File: src/rtl/sfc_pkg.sv
package sfc_pkg;

  typedef enum logic [1:0] {
    FC_HOST      = 2'b00,
    FC_AUTO_TX   = 2'b01,
    FC_AUTO_RX   = 2'b10,
    FC_AUTO_BOTH = 2'b11
  } fc_mode_e;

  function automatic logic mode_gates_tx(input fc_mode_e m);
    return m[0];
  endfunction

  function automatic logic mode_watches_fifo(input fc_mode_e m);
    return m[1];
  endfunction

endpackage

File: src/rtl/sfc_char_match.sv
module sfc_char_match #(
  parameter int CHAR_W = 8
) (
  input  logic              clk,
  input  logic              rst,
  input  logic              cfg_strip,
  input  logic [CHAR_W-1:0] cfg_xon_code,
  input  logic [CHAR_W-1:0] cfg_xoff_code,
  input  logic              rx_valid,
  input  logic [CHAR_W-1:0] rx_data,
  input  logic              stat_rd,
  output logic              fifo_wr,
  output logic [CHAR_W-1:0] fifo_wdata,
  output logic              irq_flag,
  output logic              got_xon,
  output logic              got_xoff
);

  logic hit_xoff, hit_xon, hit_any;

  // Stop code takes precedence if both codes are programmed equal.
  assign hit_xoff = rx_valid && (rx_data == cfg_xoff_code);
  assign hit_xon  = rx_valid && (rx_data == cfg_xon_code) && !hit_xoff;
  assign hit_any  = hit_xon || hit_xoff;

  always_ff @(posedge clk) begin
    if (rst) begin
      fifo_wr    <= 1'b0;
      fifo_wdata <= '0;
      irq_flag   <= 1'b0;
      got_xon    <= 1'b0;
      got_xoff   <= 1'b0;
    end else begin
      fifo_wr  <= rx_valid && !(cfg_strip && hit_any);
      got_xon  <= hit_xon;
      got_xoff <= hit_xoff;
      if (rx_valid) fifo_wdata <= rx_data;
      if (hit_any)      irq_flag <= 1'b1;
      else if (stat_rd) irq_flag <= 1'b0;
    end
  end

  p_strip_r2: assert property (@(posedge clk) disable iff (rst)
    (rx_valid && cfg_strip && (rx_data == cfg_xon_code || rx_data == cfg_xoff_code))
      |=> !fifo_wr);

  p_plain_write_r2: assert property (@(posedge clk) disable iff (rst)
    (rx_valid && rx_data != cfg_xon_code && rx_data != cfg_xoff_code)
      |=> (fifo_wr && fifo_wdata == $past(rx_data)));

  p_irq_set_r3: assert property (@(posedge clk) disable iff (rst)
    (rx_valid && (rx_data == cfg_xon_code || rx_data == cfg_xoff_code)) |=> irq_flag);

  p_irq_clear_r3: assert property (@(posedge clk) disable iff (rst)
    (stat_rd && !rx_valid) |=> !irq_flag);

endmodule

File: src/rtl/sfc_tx_gate.sv
module sfc_tx_gate (
  input  logic clk,
  input  logic rst,
  input  logic gate_en,
  input  logic got_xon,
  input  logic got_xoff,
  input  logic tx_boundary,
  output logic paused,
  output logic allow
);

  always_ff @(posedge clk) begin
    if (rst) begin
      paused <= 1'b0;
      allow  <= 1'b1;
    end else begin
      if (!gate_en)      paused <= 1'b0;
      else if (got_xoff) paused <= 1'b1;
      else if (got_xon)  paused <= 1'b0;
      // Only change permission between characters.
      if (tx_boundary) allow <= !paused;
    end
  end

  p_gate_hold_r4: assert property (@(posedge clk) disable iff (rst)
    !tx_boundary |=> $stable(allow));

  p_gate_follow_r4: assert property (@(posedge clk) disable iff (rst)
    tx_boundary |=> (allow == !$past(paused)));

  p_no_pause_r5: assert property (@(posedge clk) disable iff (rst)
    !gate_en |=> !paused);

endmodule

File: src/rtl/sfc_rx_watermark.sv
module sfc_rx_watermark #(
  parameter int LVL_W   = 9,
  parameter int HI_MARK = 240,
  parameter int LO_MARK = 128
) (
  input  logic             clk,
  input  logic             rst,
  input  logic             wm_en,
  input  logic [LVL_W-1:0] level,
  output logic             sent_stop,
  output logic             want_xoff,
  output logic             want_xon
);

  localparam logic [LVL_W-1:0] HI_L = LVL_W'(HI_MARK);
  localparam logic [LVL_W-1:0] LO_L = LVL_W'(LO_MARK);

  assign want_xoff = wm_en && !sent_stop && (level >= HI_L);
  assign want_xon  = wm_en &&  sent_stop && (level <= LO_L);

  always_ff @(posedge clk) begin
    if (rst || !wm_en)  sent_stop <= 1'b0;
    else if (want_xoff) sent_stop <= 1'b1;
    else if (want_xon)  sent_stop <= 1'b0;
  end

  p_stop_cause_r6: assert property (@(posedge clk) disable iff (rst)
    $rose(sent_stop) |-> $past(level >= HI_L));

  p_resume_cause_r8: assert property (@(posedge clk) disable iff (rst)
    $fell(sent_stop) |-> $past(level <= LO_L || !wm_en));

  p_off_clears_r11: assert property (@(posedge clk) disable iff (rst)
    !wm_en |=> !sent_stop);

endmodule

File: src/rtl/sfc_insert_slot.sv
module sfc_insert_slot #(
  parameter int CHAR_W = 8
) (
  input  logic              clk,
  input  logic              rst,
  input  logic              host_ok,
  input  logic              host_send_xon,
  input  logic              host_send_xoff,
  input  logic              want_xon,
  input  logic              want_xoff,
  input  logic [CHAR_W-1:0] cfg_xon_code,
  input  logic [CHAR_W-1:0] cfg_xoff_code,
  input  logic              tx_boundary,
  output logic              pend,
  output logic [CHAR_W-1:0] code
);

  logic load_xoff, load_xon;

  assign load_xoff = want_xoff || (host_ok && host_send_xoff);
  assign load_xon  = want_xon  || (host_ok && host_send_xon);

  always_ff @(posedge clk) begin
    if (rst) begin
      pend <= 1'b0;
      code <= '0;
    end else if (load_xoff) begin
      pend <= 1'b1;
      code <= cfg_xoff_code;
    end else if (load_xon) begin
      pend <= 1'b1;
      code <= cfg_xon_code;
    end else if (tx_boundary) begin
      pend <= 1'b0;
    end
  end

  p_host_locked_r9: assert property (@(posedge clk) disable iff (rst)
    (!host_ok && !want_xon && !want_xoff && !pend) |=> !pend);

  p_hold_r10: assert property (@(posedge clk) disable iff (rst)
    (pend && !tx_boundary) |=> pend);

  p_consume_r10: assert property (@(posedge clk) disable iff (rst)
    (pend && tx_boundary && !want_xon && !want_xoff &&
     !(host_ok && (host_send_xon || host_send_xoff))) |=> !pend);

endmodule

File: src/rtl/sfc_flow_ctrl.sv
module sfc_flow_ctrl #(
  parameter int CHAR_W     = 8,
  parameter int FIFO_DEPTH = 256,
  parameter int HI_MARK    = 240,
  parameter int LO_MARK    = 128,
  parameter int LVL_W      = $clog2(FIFO_DEPTH + 1)
) (
  input  logic              clk,
  input  logic              rst,
  input  logic [1:0]        cfg_mode,
  input  logic              cfg_strip,
  input  logic [CHAR_W-1:0] cfg_xon_code,
  input  logic [CHAR_W-1:0] cfg_xoff_code,
  input  logic              rx_valid,
  input  logic [CHAR_W-1:0] rx_data,
  input  logic [LVL_W-1:0]  rx_fifo_level,
  input  logic              host_send_xon,
  input  logic              host_send_xoff,
  input  logic              stat_rd,
  input  logic              tx_boundary,
  output logic              tx_data_ok,
  output logic              ins_req,
  output logic [CHAR_W-1:0] ins_code,
  output logic              fifo_wr,
  output logic [CHAR_W-1:0] fifo_wdata,
  output logic              irq_flag,
  output logic              xoff_sent,
  output logic              remote_paused
);
  import sfc_pkg::*;

  fc_mode_e mode;
  logic gate_en, wm_en, host_ok;
  logic got_xon, got_xoff;
  logic want_xon, want_xoff;
  logic gate_allow;

  assign mode    = fc_mode_e'(cfg_mode);
  assign gate_en = mode_gates_tx(mode);
  assign wm_en   = mode_watches_fifo(mode);
  assign host_ok = (mode == FC_HOST);

  sfc_char_match #(.CHAR_W(CHAR_W)) u_match (
    .clk(clk), .rst(rst), .cfg_strip(cfg_strip),
    .cfg_xon_code(cfg_xon_code), .cfg_xoff_code(cfg_xoff_code),
    .rx_valid(rx_valid), .rx_data(rx_data), .stat_rd(stat_rd),
    .fifo_wr(fifo_wr), .fifo_wdata(fifo_wdata), .irq_flag(irq_flag),
    .got_xon(got_xon), .got_xoff(got_xoff)
  );

  sfc_tx_gate u_gate (
    .clk(clk), .rst(rst), .gate_en(gate_en),
    .got_xon(got_xon), .got_xoff(got_xoff), .tx_boundary(tx_boundary),
    .paused(remote_paused), .allow(gate_allow)
  );

  sfc_rx_watermark #(.LVL_W(LVL_W), .HI_MARK(HI_MARK), .LO_MARK(LO_MARK)) u_wm (
    .clk(clk), .rst(rst), .wm_en(wm_en), .level(rx_fifo_level),
    .sent_stop(xoff_sent), .want_xoff(want_xoff), .want_xon(want_xon)
  );

  sfc_insert_slot #(.CHAR_W(CHAR_W)) u_slot (
    .clk(clk), .rst(rst), .host_ok(host_ok),
    .host_send_xon(host_send_xon), .host_send_xoff(host_send_xoff),
    .want_xon(want_xon), .want_xoff(want_xoff),
    .cfg_xon_code(cfg_xon_code), .cfg_xoff_code(cfg_xoff_code),
    .tx_boundary(tx_boundary), .pend(ins_req), .code(ins_code)
  );

  // An inserted code always goes ahead of queued data.
  assign tx_data_ok = gate_allow && !ins_req;

  p_insert_first_r10: assert property (@(posedge clk) disable iff (rst)
    ins_req |-> !tx_data_ok);

endmodule

File: config.mk
export PLATFORM = sky130hd
export DESIGN_NAME = sfc_flow_ctrl
export DESIGN_NICKNAME = d
export VERILOG_FILES = /design/src/rtl/sfc_pkg.sv /design/src/rtl/sfc_char_match.sv /design/src/rtl/sfc_tx_gate.sv /design/src/rtl/sfc_rx_watermark.sv /design/src/rtl/sfc_insert_slot.sv /design/src/rtl/sfc_flow_ctrl.sv
export SDC_FILE = /design/constraint.sdc
export NUM_CORES = 1
export LEC_CHECK = 0
export ABC_CLOCK_PERIOD_IN_PS = 2720
export CAP_MARGIN = 20
export CELL_PAD_IN_SITES_DETAIL_PLACEMENT = 2
export CELL_PAD_IN_SITES_GLOBAL_PLACEMENT = 2
export CORE_MARGIN = 2
export CORE_UTILIZATION = 24
export CTS_CLUSTER_SIZE = 10
export DETAILED_ROUTE_END_ITERATION = 16
export MAX_ROUTING_LAYER = met4
export PLACE_DENSITY_LB_ADDON = 0.1
export SLEW_MARGIN = 20
export SYNTH_ARGS = -nofsm -noshare
export SYNTH_HDL_FRONTEND = slang
export SYNTH_SLANG_ARGS = --single-unit
File: constraint.sdc
create_clock -name clk -period 2.72 [get_ports clk]
set_input_delay 0.544 -clock clk [delete_from_list [all_inputs] [get_ports clk]]
set_output_delay 0.544 -clock clk [all_outputs]
set_load 0.03 [all_outputs]
# Word-level counts from Yosys, hierarchy flattened

Index checks and enable logic that the tools add are counted.

Output and inout port bits: 22
Bits of input ports: 43
Flip-flop bits (word level): 24
Logic and storage cells: 55

$lt $le $gt $ge: 2
Bitwise logic cells: 1
Mux-type cells: 11
Equality and inequality tests: 2
Reductions and logical operators: 29

Operators with widths:

| kind                 | number |
|---|---|
| $eq A8 B8 Y1         | 2 |
| $mux W8              | 2 |
| $logic_and A1 B1 Y1  | 12 |
| $ge A9 B8 Y1 const B | 1 |
| $le A9 B8 Y1 const B | 1 |
| $mux W1              | 9 |
| $reduce_bool A2 Y1   | 4 |
| $logic_not A1 Y1     | 6 |
| $logic_or A1 B1 Y1   | 4 |
| $reduce_bool A3 Y1   | 1 |
| $logic_not A2 Y1     | 1 |
| $reduce_or A2 Y1     | 1 |
| $not A1 Y1           | 1 |

# Logic depth before layout (Yosys ltp)

Gate-level depths: netlist (run 1).

Depth after elaboration: 8
Depth in mapped cells: 5
Gate-level depth less buffers: 4

# Hierarchy

A second synthesis (run 1) with hierarchy kept.

Cells, all modules: 140
Area, all modules: 1292.5 sq um

By module, submodules not included:

| module           | times used | area an instance (sq um) | cells each | seq. area each (sq um) |
|---|---|---|---|---|
| sfc_char_match   | 1          | 633.1                    | 65         | 240.2 |
| sfc_insert_slot  | 1          | 470.5                    | 53         | 180.2 |
| sfc_rx_watermark | 1          | 96.3                     | 12         | 20.0 |
| sfc_tx_gate      | 1          | 75.1                     | 8          | 40.0 |
| sfc_flow_ctrl    | 1          | 17.5                     | 2          | 0.0 |

# Worst setup path before layout (run 1)

OpenSTA, ideal clock, no wires.

Kind: input -> register
From: in rx_fifo_level[5]
To: reg u_slot.code[0]
Data arrival time: 1.491 ns
Path buffers: 1
Required time: 2.641 ns
Setup time: 0.079 ns
Setup slack: 1.150 ns
Cell stages on the path: 5
Cell sequence: nor4_4 -> a21oi_2 -> or2_1 -> buf_6 -> o221ai_2

Word-level cells in the longest chain between the ends: 4
Elaborated cells between the ends (all ways): 8
Those cells by class: order compare: 2; mux: 1; reduce/logical: 5

RTL lines:

| what                                          | RTL line                                       | text |
|---|---|---|
| from (decl)                                   | sfc_flow_ctrl.sv:16                            | `input logic [LVL_W-1:0] rx_fifo_level,` |
| $ge A9 B8 Y1 or $le A9 B8 Y1 (tied branches)  | sfc_rx_watermark.sv:18, sfc_rx_watermark.sv:19 |  |
| $logic_and A1 B1 Y1 (on tied branches)        | sfc_rx_watermark.sv:18, sfc_rx_watermark.sv:19 |  |
| $logic_or A1 B1 Y1 (on tied branches)         | sfc_insert_slot.sv:20, sfc_insert_slot.sv:21   |  |
| $mux W8 or $reduce_bool A2 Y1 (tied branches) | n/a                                            |  |
| to (signal assigned)                          | sfc_insert_slot.sv:29                          | `code <= cfg_xoff_code;` |
| to (signal assigned)                          | sfc_insert_slot.sv:32                          | `code <= cfg_xon_code;` |
| to (decl)                                     | sfc_insert_slot.sv:15                          | `output logic [CHAR_W-1:0] code` |

Several ways; a longest one is shown, not always the timed one.
A chain may end at the register's enable or synchronous reset.

# Final worst setup path (run 1)

From: in rx_fifo_level[5]
To: reg u_slot.code[5]

Same word-level chain as after synthesis.

==> results.py, run 1 <==
metrics = {
    "logic_synthesis": {
        "yosys.area_share.simple_pct": 18.15,
        "synth_largest_area_cell": "dfxtp_1",
        "synthAdderAreaFrac_pct": 0,
        "synth-compound-area-share_pct": 22.64,
        "yosysTopAreaCellShare_pct": 35.92,
        "ys_types": 33,
        "synth_top_family_by_area": "compound AO/OA/AOI/OAI gates",
        "ys_warn_count": 0,
        "postSynthCellCount": 139,
        "ys_ff_latch": 24,
        "synth_common_cells": "24 x dfxtp_1, 16 x xnor2_1, 13 x nand2_1",
        "ys.flop_type": "dfxtp_1",
        "synth-async-reset-ratio_pct": 0,
        "synth_edf_count": 0,
        "synth_area_per_cell_sq_um": 9.623,
        "post-synth-top-count-cell": "dfxtp_1",
        "synth_mux_area_share_pct": 5.987,
        "syn-num-nets": 182,
        "synth_xor_area_share_pct": 10.48,
        "synth.area.top_cells": "dfxtp_1 36%, xnor2_1 10%, o221ai_2 9.0%",
        "synth_area_sq_mm": 0.001338,
        "ys_seq_area_share_pct": 35.92,
    },
    "clocking": {
        "clock-root-buffer": "clkbuf_8",
        "htree_levels": 1,
        "postCtsHoldBufs": 0,
        "cts_buffers": 3,
        "clock_latency_ns": 0.27,
        "postCtsSetupBuffers": 0,
        "cts_repair_resize_count": 0,
        "cts_buffer_depth": 2,
        "cts_tree": "built",
        "clk_pin_slew_ns": 0.09,
        "clock_sinks": 24,
    },
    "global_routing": {
        "antenna_found_initial": 0,
        "grt_first_pass_wirelength_um": 7189,
        "grt_max_degree": 18,
        "gr-usage-all-layers_pct": 15.17,
        "grt_overflow": 0,
        "grt_pass1_vias": 1459,
    },
    "timing": {
        "final-max-slew-violation-count": 0,
        "hold_viol": 0,
        "final.setup.tns_ns": 0,
        "slew_headroom_pct": 54.57,
        "rsz0062_at_grt": "no",
        "finalCriticalPeriod_ns": 2.216,
        "worst_slew_pin_slew_ns": 0.6792,
        "post-route-period-util_pct": 81.45,
        "fin_skew_ns": 0.004808,
        "setup_viol": 0,
        "fmax_mhz": 451.4,
    },
    "detailed_routing": {
        "drt-initial-drc-count": 27,
        "wl_per_cell_um": 16.07,
        "wl_met2_um": 2328,
        "ant_nets": 0,
        "viasPerCell": 4.721,
        "route.detailed.drc": 0,
        "wl_met1_um": 1925,
        "first_pass_iters": 4,
        "num_vias": 1303,
        "dr_wl_met3_um": 155,
        "finalWirelength_um": 4434,
        "top_layer": "met4",
    },
    "floorplan": {
        "io_pins": 65,
        "dieWidth_um": 78.65,
        "die_h_um": 78.65,
        "start_util_pct": 24.59,
        "coreArea_sq_mm": 0.005439,
        "die_area_sq_mm": 0.006186,
        "rows": 27,
    },
    "critical_path": {
        "cp_max_fo": 9,
        "arrival_ns": 2.34,
        "cp-start-kind": "primary input",
        "r2r_cells": 4,
        "crit_type": "in2reg",
        "endpoint_kind": "register",
        "critical_path_required_ns": 2.85,
    },
    "placed_design": {
        "gp_congestion": 0.7010,
        "hpwlAfterDp_um": 3686,
        "io_buffer_count": 64,
    },
    "run": {
        "drv_cap": 0,
    },
    "min_path": {
        "hold_path_class": "reg2reg",
        "min_path_cells": 2,
    },
    "final_layout": {
        "final_nets": 248,
        "synthToLayoutAreaGrowth_pct": 56.97,
        "fin_util_pct": 38.60,
        "insertedDiodeCount": 0,
        "fillers": 602,
        "drive_gt1_share_pct": 11.76,
    },
    "power": {
        "powerDensity_mw_per_mm2": 431.8,
        "total_leakage_power_nw": 0.7424,
        "ir_drop_uv": 230.0,
    },
    "run_status": {
        "status": "finished, final reports clean",
    },
}
final cells by class:
cell class	instances	area, sq um	share of cell area [%]
sequential	24	480.5	22.88
tap	72	90.09	4.291
multi-input combinational	97	765.7	36.47
inverter	12	45.04	2.145
clock buffer	4	55.05	2.622
timing repair buffer	67	663.1	31.59
path summary, 6_finish.rpt:
| path | startpoint | slack, ns | end |
|---|---|---|---|
| max | rx_fifo_level[5] | 0.50 | u_slot.code[5] |
| max reg2reg | u_wm.sent_stop | 1.00 | u_slot.code[6] |
| min reg2reg | u_match.irq_flag | 0.49 | u_match.irq_flag |
| min | u_match.irq_flag | 0.49 | u_match.irq_flag |
cells by family (layout without fill, tap and decap cells):
kind of cell / after synthesis / after routing
buffers and inverters: 18 / 83
xor gates and xnor gates: 16 / 16
AOI/OAI and AO/OA: 28 / 28
DFF: 24 / 24
muxes: 8 / 8
and+or+nand+nor: 45 / 45
power by group:
group          switching (mW)  total (mW)  internal (mW)
logic                   0.139       0.277          0.138
registers              0.0126       0.384          0.371
clock network           0.117       0.246          0.129
stage by stage:
stage	hold WS (ns)	power, mW	cells	worst slack, ns	area [sq um]
floorplan	0.4517	0.5294	139	1.150	1338
global placement	0.4732	0.6624	272	0.3394	2044
detailed placement	0.4883	0.6718	272	0.2078	2044
CTS	0.5031	0.9235	276	0.5019	2100
global route	0.5374	0.9543	276	0.3915	2100
finish	0.4944	0.9066	276	0.5045	2100
metal layers:
metal	vias to the layer above	track usage, %
met1	643	18.53
met3	2	2.989
li1	624	-
met2	34	26.50
met4	0	2.105
met5	-	-
critical path, stage by stage:
cell and delay [ns]:
clkdlybuf4s50_1 0.57, nor4_4 0.08, a21oi_2 0.41, or2_1 0.55, o221ai_2 0.18
flip-flops by register name, indices dropped and copies added, names as in the netlist:
register            flops
u_match.fifo_wdata      8
u_gate.paused           1
u_match.got_xoff        1
u_slot.pend             1
u_match.got_xon         1
u_match.fifo_wr         1
u_gate.allow            1
u_match.irq_flag        1
u_wm.sent_stop          1
u_slot.code             8
cell usage in the layout, fill, tap and decap left out, types with 3 or more instances in the layout:
cell type / count
nand4_1: 3
nor2_1: 10
xnor2_1: 16
dfxtp_1: 24
inv_1: 12
buf_4: 3
o221ai_2: 8
mux2i_1: 8
nand2b_1: 3
clkbuf_8: 4
nor3_1: 3
o211ai_1: 8
nand2_1: 13
clkdlybuf4s50_1: 64
Note: power is estimated with default switching activity, not from simulation.
==> run 2: changes to the inputs <==
Settings changed: ABC_CLOCK_PERIOD_IN_PS 2720 to 1800, CORE_UTILIZATION 24 to 20.
Clock period 2.72 ns to 1.8 ns, I/O delays scaled along.
==> results.py, run 2 (synthesis gave the netlist of run 1 again) <==
metrics = {
    "timing": {
        "post-route-period-util_pct": 94.69,
        "rsz0062_at_grt": "no",
        "finalCriticalPeriod_ns": 1.704,
        "setup_viol": 0,
        "fmax_mhz": 586.7,
        "final.setup.tns_ns": 0,
        "fin_skew_ns": 0.006882,
        "worst_slew_pin_slew_ns": 0.4024,
        "hold_viol": 0,
        "slew_headroom_pct": 72.48,
        "final-max-slew-violation-count": 0,
    },
    "critical_path": {
        "path_buf_inv": 1,
        "critical_path_required_ns": 1.44,
        "cp-start-kind": "register",
        "endpoint_kind": "output pin",
        "cp_max_fo": 3,
        "critPathSlowestCell": "clkdlybuf4s50_1",
        "arrival_ns": 1.34,
        "crit_family": "buffers and inverters",
        "cp_slowest_stage_delay_ns": 0.69,
        "crit_type": "reg2out",
        "path_cells": "clkdlybuf4s50_1",
    },
    "power": {
        "p_sw_mw": 0.4234,
        "powerDensity_mw_per_mm2": 633.7,
        "ir_drop_uv": 239.9,
        "p_int_mw": 0.9886,
        "p_clk_share_pct": 27.2,
        "total_leakage_power_nw": 0.8330,
        "swShare_pct": 29.99,
        "pwr-share-comb_pct": 31.7,
        "p_seq_share_pct": 41.0,
    },
    "detailed_routing": {
        "num_vias": 1330,
        "wl_per_cell_um": 15.94,
        "route.detailed.drc": 4,
        "drt-initial-drc-count": 39,
        "ant_nets": 0,
        "first_pass_iters": 12,
        "viasPerCell": 4.508,
        "finalWirelength_um": 4702,
    },
    "floorplan": {
        "rows": 29,
        "dieWidth_um": 85.78,
        "io_pins": 65,
        "start_util_pct": 20.83,
        "die_area_sq_mm": 0.007358,
        "coreArea_sq_mm": 0.006422,
        "die_h_um": 85.78,
    },
    "final_layout": {
        "final_cells": 295,
        "synthToLayoutAreaGrowth_pct": 66.60,
        "final_common_cell": "clkdlybuf4s50_1",
        "mostFrequentLayoutCells": "62 x clkdlybuf4s50_1, 24 x dfxtp_1, 16 x xnor2_1, 16 x buf_4, 13 x nand2_1",
        "drive_gt1_share_pct": 17.43,
        "top_regs": "u_match.fifo_wdata x8, u_slot.code x8",
        "fillers": 719,
        "insertedDiodeCount": 0,
        "final_nets": 262,
    },
    "clocking": {
        "clock_latency_ns": 0.28,
        "clock_sinks": 24,
        "cts_repair_resize_count": 0,
        "cts_buffers": 3,
        "cts_tree": "built",
        "postCtsHoldBufs": 0,
        "cts_buffer_depth": 2,
        "postCtsSetupBuffers": 0,
        "htree_levels": 1,
        "clk_pin_slew_ns": 0.09,
        "clock-root-buffer": "clkbuf_8",
    },
    "placed_design": {
        "hpwlAfterDp_um": 4073,
        "gp_congestion": 0.7260,
        "placedCellCount": 291,
        "io_buffer_count": 64,
    },
    "run_status": {
        "violations": "DRC",
        "status": "complete, but fails checks",
    },
    "global_routing": {
        "grt_max_degree": 17,
        "grt_overflow": 0,
        "gr-usage-all-layers_pct": 13.61,
        "grt_pass1_vias": 1546,
        "grt_first_pass_wirelength_um": 7638,
        "antenna_found_initial": 0,
    },
    "min_path": {
        "hold_path_class": "reg2reg",
    },
    "run": {
        "drv_cap": 0,
    },
}
-- run 2: worst paths after layout --
path              slack (ns)  depth (start not counted)        startpoint               end
setup / recovery         0.1                          1       u_slot.pend           ins_req
hold / removal          0.50                          2  u_match.irq_flag  u_match.irq_flag
setup reg to reg        0.35                          5    u_wm.sent_stop    u_slot.code[5]
hold reg to reg         0.50                          2  u_match.irq_flag  u_match.irq_flag
-- run 2: final cells by class --
type	count	area [sq um]	area share, %
Sequential cell	24	480.5	21.56
Timing Repair Buffer	81	785.8	35.26
Inverter	12	45.04	2.021
Clock buffer	4	55.05	2.471
Tap cell	77	96.34	4.323
Multi-Input combinational cell	97	765.7	34.36
-- run 2: power groups by stage --
| stage | Clock (mW) | Sequential [mW] | Combinational [mW] |
|---|---|---|---|
| after floorplan | 0 | 0.647 | 0.153 |
| after global placement | 0 | 0.591 | 0.443 |
| after detailed placement | 0 | 0.593 | 0.454 |
| after CTS | 0.404 | 0.581 | 0.456 |
| after global routing | 0.427 | 0.584 | 0.480 |
| final | 0.384 | 0.580 | 0.448 |
-- run 2: per-layer routing --
layer  track usage [%]  share of wire [%]  up-vias
li1                  -                  -      652
met1             16.43                 43      635
met2             23.37                 52       38
met3             2.791                3.9        5
met4             3.030               0.89        0
met5                 -                  0        -
-- run 2: worst min-delay path: stages (launching register included) --
cell	delay, ns
dfxtp_1	0.32
nand2b_1	0.07
a31oi_1	0.07
-- run 2: metrics by stage --
step | worst slack (ns) | instance area, sq um | util (%) | total power [mW] | hold WS [ns]
global placement | -0.1093 | 2168 | 33.76 | 1.034 | 0.4727
floorplan | 0.2391 | 1338 | - | 0.8000 | 0.4517
global route | 0.03544 | 2228 | 34.70 | 1.492 | 0.5431
finish | 0.09565 | 2228 | 34.70 | 1.412 | 0.5015
CTS | 0.007411 | 2223 | 34.62 | 1.441 | 0.5166
detailed placement | -0.1951 | 2168 | 33.76 | 1.047 | 0.4960
